--- config.mk ---
export PLATFORM = sky130hd
export DESIGN_NAME = acc_alu
export DESIGN_NICKNAME = d
export VERILOG_FILES = /design/src/rtl/acc_alu.sv
export SDC_FILE = /design/constraint.sdc
export NUM_CORES = 1
export LEC_CHECK = 0
export BUFFER_PORTS_ARGS = -buffer_cell sky130_fd_sc_hd__clkbuf_2
export CAP_MARGIN = 20
export CELL_PAD_IN_SITES_DETAIL_PLACEMENT = 0
export CELL_PAD_IN_SITES_GLOBAL_PLACEMENT = 2
export CORE_MARGIN = 2
export CORE_UTILIZATION = 36
export DETAILED_ROUTE_END_ITERATION = 16
export PLACE_DENSITY = 0.92
export REMOVE_ABC_BUFFERS = 1
export SYNTH_ARGS = -nofsm -noshare
export SYNTH_HDL_FRONTEND = slang
export SYNTH_SLANG_ARGS = --single-unit
--- constraint.sdc ---
create_clock -name vclk -period 17.95
set_input_delay 2.6925 -clock vclk [all_inputs]
set_output_delay 2.6925 -clock vclk [all_outputs]
set_load 0.01 [all_outputs]
--- src/rtl/acc_alu.sv ---
module acc_alu #(
  parameter int W = 16
) (
  input  logic [1:0]   op_sel,
  input  logic [W-1:0] acc_in,
  input  logic [W-1:0] mem_in,
  input  logic         carry_in,
  input  logic         dec_mode,
  input  logic         narrow,
  output logic [W-1:0] result,
  output logic         c_out,
  output logic         z_out,
  output logic         n_out,
  output logic         v_out
);
  localparam int H  = W / 2;
  localparam int ND = W / 4;
  localparam logic [1:0] OP_ADD = 2'b00, OP_AND = 2'b01, OP_SHL = 2'b10, OP_CMP = 2'b11;

  logic [H:0] lsum, hsum, ldif, hdif;
  assign lsum = {1'b0, acc_in[H-1:0]} + {1'b0, mem_in[H-1:0]} + {{H{1'b0}}, carry_in};
  assign hsum = {1'b0, acc_in[W-1:H]} + {1'b0, mem_in[W-1:H]} + {{H{1'b0}}, lsum[H]};
  assign ldif = {1'b0, acc_in[H-1:0]} - {1'b0, mem_in[H-1:0]};
  assign hdif = {1'b0, acc_in[W-1:H]} - {1'b0, mem_in[W-1:H]} - {{H{1'b0}}, ldif[H]};

  logic [W-1:0] bin_r, dif_r, dec_r;
  assign bin_r = {hsum[H-1:0], lsum[H-1:0]};
  assign dif_r = {hdif[H-1:0], ldif[H-1:0]};

  logic [ND:0] dcy;
  assign dcy[0] = carry_in;
  for (genvar g = 0; g < ND; g++) begin : g_dig
    logic [4:0] raw;
    logic [3:0] fix;
    assign raw = {1'b0, acc_in[4*g +: 4]} + {1'b0, mem_in[4*g +: 4]} + {4'b0, dcy[g]};
    assign fix = raw[3:0] + 4'd6;
    assign dcy[g+1] = raw > 5'd9;
    assign dec_r[4*g +: 4] = dcy[g+1] ? fix : raw[3:0];
  end

  logic a_top, m_top, r_top;
  assign a_top = narrow ? acc_in[H-1] : acc_in[W-1];
  assign m_top = narrow ? mem_in[H-1] : mem_in[W-1];
  assign r_top = narrow ? bin_r[H-1]  : bin_r[W-1];

  logic [W-1:0] core, fval;
  always_comb begin
    core  = acc_in;
    c_out = carry_in;
    v_out = 1'b0;
    unique case (op_sel)
      OP_ADD: if (dec_mode) begin
        core  = dec_r;
        c_out = narrow ? dcy[ND/2] : dcy[ND];
      end else begin
        core  = bin_r;
        c_out = narrow ? lsum[H] : hsum[H];
        v_out = (a_top == m_top) && (r_top != a_top);
      end
      OP_AND: core = acc_in & mem_in;
      OP_SHL: begin
        core  = {acc_in[W-2:0], 1'b0};
        c_out = a_top;
      end
      OP_CMP: c_out = ~(narrow ? ldif[H] : hdif[H]);
      default: ;
    endcase
  end

  assign fval   = (op_sel == OP_CMP) ? dif_r : core;
  assign result = (op_sel == OP_CMP) ? acc_in :
                  narrow ? {acc_in[W-1:H], core[H-1:0]} : core;
  assign z_out  = narrow ? (fval[H-1:0] == '0) : (fval == '0);
  assign n_out  = narrow ? fval[H-1] : fval[W-1];
endmodule

==> metrics.txt, run 1 <==
outcome=completed; Initial Utilization=37.7%; pwr/cell area=between 40 and 50 nW/µm²; I/O pin total=57; Port Buffers=between 50 and 60; Gate Count Post-Synth=roughly 450; DRT iter0 DRCs=131; Worst path max stage delay=between 0.4 and 0.5 ns; GRT Overall Usage=19.4%; Die H=97.2 µm; Ant. Diodes=0; final non-filler cell total=~590; Synth top area share=16.8%; GR Overflow Total=0; count leader, synth=inv_1; Tmin final=between 10 and 15 ns; Final Cycle Share=between 70 and 80%; share of layout cells above drive strength 1=about 16%; initial antenna violation count=0; setup repair bufs after CTS=0; worst vdd ir=approximately 0.018 mV; Post-CTS Hold Buffers=0; Hold Crit Depth=4; HP Class=input pin to output port; Nets=575; Hold Crit Start=acc_in[11]; Critical path origin=acc_in[0]; syn_area_per_cell=about 7 µm²; core area=8300 µm²; final setup violating endpoints=0; fin util=around 41%; vias in the first global route=approximately 3200; unrepaired setup endpoints after global routing=false; sequential power share=0%; sw frac=between 50% and 60%; RD Place Congestion=slightly above 0.8; Detailed Route WL=9500 µm; Hold Vio Cnt, Final=0; Pwr Total=0.150 mW; setup TNS=0 ns; maxcap violations=0; largest net degree at the start of global routing=27; Crit. End Element=output port; Seq cells=0; Slew headroom=between 30% and 40%; dpl hpwl=between 7000 and 8000 µm; largest area contributor in the netlist=ha_1; DR vias=3247; Post-Syn Area=about 3100 µm²; most used cell, CP=fa_1; Row Count=33; Final ANT Viol Nets=0; hold path endpoint=result[11]; vias per inst=around 5.5; Leak Pwr=between 1.5 and 2 nW; clock buffers=0; DR pass1 iterations=5; Seq/Total Area, Yosys=0%; CP max FO=5; flip-flop and latch area=0 µm²; Slew Viols, Final=0; Synthesis Warnings=0; Setup crit start kind=input pin; Residual DRC=0; crit path DAT=a little over 10 ns; worst slew pin tran=slightly above 1 ns; DIE AREA=~9400 µm²; Fin Hold WS=~5.7 ns; power share of the combinational group=100.0%; Fmax=between 70 and 80 MHz; first-pass GRT wire length=15600 µm; clock power share=0%; PostCTS Resize Cnt=0; Area growth syn-to-layout=10.1%; Critical Path RT=between 15 and 20 ns; critical path class=input pin to output port; slowest library cell on the worst path=fa_1; Die Span X=between 90 and 100 µm; synth cell count leaders=inv_1, ha_1, a21oi_1, nand2_1, nor2_1; wire per inst=roughly 16 µm; Pint=about 0.06 mW; placed insts=slightly below 600; Net Sw Power=around 0.09 mW; Synth area leaders=ha_1, fa_1, inv_1; Netlist cell types=73
[cell usage in the layout (no fill, tap or decap), types with 5 or more instances in the layout]
cell / Yosys / final
a21o_1: 8 / 8
a21oi_1: 32 / 32
a22o_1: 5 / 5
a22oi_1: 9 / 9
a31oi_1: 6 / 6
clkbuf_2: 0 / 57
fa_1: 12 / 12
ha_1: 42 / 42
inv_1: 56 / 56
nand2_1: 32 / 32
nand3_1: 9 / 9
nor2_1: 27 / 27
nor2b_1: 15 / 15
nor3_1: 12 / 12
o21a_1: 5 / 5
o21ai_0: 23 / 23
o21ai_1: 8 / 8
o31ai_1: 10 / 10
xnor2_1: 18 / 18
xor2_1: 12 / 12
[through the flow]
step	setup WS (ns)	area (µm²)
finish	5.14	3440
detailed placement	5.17	3440
CTS	5.14	3440
global placement	5.39	3440
floorplan	6.19	3020
global route	4.63	3440
[critical path, delay by kind of cell]
kind / cells / cell delay (ns)
adders and majority gates: 9 / 3.29
AOI/OAI and AO/OA: 8 / 1.74
and+or+nand+nor: 6 / 0.98
xor gates and xnor gates: 4 / 0.72
buffers and inverters: 6 / 0.70
[area by class of cell]
type	count	area, µm²
fill	896	4860
multi-input combinational	367	2800
timing repair buffer	58	293
inverter	57	214
tap	105	131
[how the worst max path moves through the flow]
stage | to | slack, ns | cells after the start
floorplan | z_out | 6.19 | 31
global route | z_out | 4.63 | 33
CTS | z_out | 5.14 | 33
global placement | z_out | 5.39 | 33
detailed placement | z_out | 5.17 | 33
finish | z_out | 5.14 | 33
[metal layers]
| layer | vias to the layer above | share of wire (%) | routed length, µm | GRT usage, % |
|---|---|---|---|---|
| li1 | 1666 | - | - | - |
| met1 | 1517 | 46 | 4360 | 26.2 |
| met2 | 58 | 50 | 4740 | 35.3 |
| met3 | 6 | 3.3 | 313 | 1.15 |
| met4 | 0 | 0.98 | 93 | 1.63 |
| met5 | - | 0 | 0 | 0 |
[power by group through the flow]
stage / Combinational [mW] / Sequential (mW) / Clock, mW
after global placement: 0.148 / 0 / 0
final: 0.150 / 0 / 0
after floorplan: 0.109 / 0 / 0
after detailed placement: 0.149 / 0 / 0
after global routing: 0.169 / 0 / 0
after CTS: 0.150 / 0 / 0
[kinds of logic after synthesis]
group | after synthesis | synth area share, %
AOI/OAI and AO/OA | 146 | 32.4
and+or+nand+nor | 129 | 21.4
buffers and inverters | 80 | 10.3
adders and majority gates | 55 | 24.8
xor gates and xnor gates | 31 | 8.92
muxes | 6 | 2.04
No activity file was read; power rests on OpenSTA's default activity.
==> inputs of run 2 (changes only) <==
CORE_UTILIZATION = 30   (was 36)
PLACE_DENSITY = 0.82   (was 0.92)
clock period = 11.2 ns   (was 17.95 ns; I/O delays follow)
==> metrics.txt, run 2 (synthesis gave the netlist of run 1 again) <==
Fin Hold WS=3.71 ns (-2.03 ns); Final ANT Viol Nets=0 (unchanged); Net Sw Power=0.145 mW (+64%); wire per inst=16.3 µm (+0.79%); sw frac=59.1% (+0.34 points); initial antenna violation count=0 (unchanged); Pint=0.100 mW (+62%); vias per inst=5.38 (-2.7%); Hold Vio Cnt, Final=0 (unchanged); Setup crit start kind=input pin; Place WS=0.482 ns (-4.69 ns); I/O pin total=57 (unchanged); first-pass GRT wire length=16200 µm (+3.7%); Area growth syn-to-layout=11.8%; Die H=106 µm (+9.2%); Die Span X=106 µm (+9.2%); vias in the first global route=3129 (-2.9%); Port Buffers=57 (unchanged); Row Count=37 (+12%); clock buffers=0 (unchanged); Crit. End Element=output port; DIE AREA=11300 µm² (+19%); Fmax=approximately 94 MHz; CP max FO=5 (unchanged); flip-flop and latch area=0 µm² (unchanged); Tmin final=roughly 11 ns; Slew headroom=33.9% (+3.1 points); largest net degree at the start of global routing=27 (unchanged); crit path DAT=8.97 ns (-1.15 ns); Seq cells=0 (unchanged); worst slew pin tran=0.990 ns (-0.0461 ns); GR peak layer=met2; Leak Pwr=1.64 nW (+0.44%); Final Cycle Share=between 90 and 100%; worst vdd ir=0.0254 mV (+38%); GRT Overall Usage=17.5% (-1.9 points); critical path class=input pin to output port; Worst path max stage delay=0.49 ns (about the same); maxcap violations=0 (unchanged); fill cell count=1131 (+26%); final setup violating endpoints=0 (unchanged); slowest library cell on the worst path=fa_1; Critical Path RT=9.52 ns (-5.74 ns); commonest non-fill, non-tap cell in the layout=clkbuf_2; unrepaired setup endpoints after global routing=false; setup repair bufs after CTS=0 (unchanged); outcome=completed; setup TNS=0 ns (unchanged); HP Class=input pin to output port; Detailed Route WL=10100 µm (+6.1%); sequential power share=0% (unchanged); Initial Utilization=30.6% (-7.1 points); DRT iter0 DRCs=132 (+0.76%); RD Place Congestion=0.865 (+4.8%); GR Overflow Total=0 (unchanged); Ant. Diodes=0 (unchanged); most frequent cells in the layout=clkbuf_2, inv_1, ha_1, nand2_1, a21oi_1; power share of the combinational group=100.0% (about the same); Hold Crit Depth=4 (unchanged); M2 GR Usage=31.0% (-4.2 points); share of layout cells above drive strength 1=16.6% (+0.62 points); setup slack after layout=0.552 ns (-4.58 ns); pwr/cell area=70.1 nW/µm² (+61%); DR vias=3325 (+2.4%); met1 Use GR=24.9% (-1.2 points); core area=10200 µm² (+23%); Residual DRC=0 (unchanged); DR pass1 iterations=5 (unchanged); clock power share=0% (unchanged); M3 GR Usage=0.552% (-0.60 points); Nets=575 (unchanged); dpl hpwl=8320 µm (+4.7%); most used cell, CP=fa_1; Slew Viols, Final=0 (unchanged)
run 2: cell counts in the layout (fill, tap and decap cells not counted):
Identical to the previous run, type by type.
run 2: power by group through the flow:
stage	clock, mW	combinational [mW]	sequential (mW)
floorplan	0	0.174	0
detailed placement	0	0.241	0
CTS	0	0.243	0
global placement	0	0.240	0
global route	0	0.273	0
finish	0	0.245	0
run 2: what timing repair did:
action                                  4_1_cts  5_1_grt
hold buffers                                  0        0
gates resized for setup                       0        4
endpoints found under the setup margin        0        1
run 2: path summary, 6_finish.rpt:
kind	start	to
worst max-delay path	acc_in[0]	z_out
worst min-delay path	acc_in[11]	result[11]
run 2: area by class of cell:
type	count	area, µm²	share of cell area, %
Timing Repair Buffer	58	293	8.38
Inverter	57	214	6.12
Tap cell	136	170	4.87
Multi-Input combinational cell	367	2820	80.6
run 2: layer usage:
| layer | vias to the layer above | routed length (µm) |
|---|---|---|
| met5 | - | 0 |
| li1 | 1661 | - |
| met3 | 0 | 420 |
| met4 | 0 | 0 |
| met2 | 80 | 5010 |
| met1 | 1584 | 4650 |
run 2: worst max-delay path, delay by kind of cell:
family	cells	cell delay, ns
adder cells (fa/ha/maj)	9	3.25
AO/OA/AOI/OAI	9	1.73
AND/OR/NAND/NOR	6	1.07
XOR/XNOR	3	0.53
buffers and inverters	6	0.70
run 2: through the flow:
step                      area [µm²]  cells  total power [mW]  util, %
after global placement          3480    618             0.240     34.0
after detailed placement        3480    618             0.241     34.0
after CTS                       3480    618             0.243     34.0
after floorplan                 3020    424             0.174        -
final                           3490    618             0.245     34.2
after global routing            3490    618             0.273     34.2
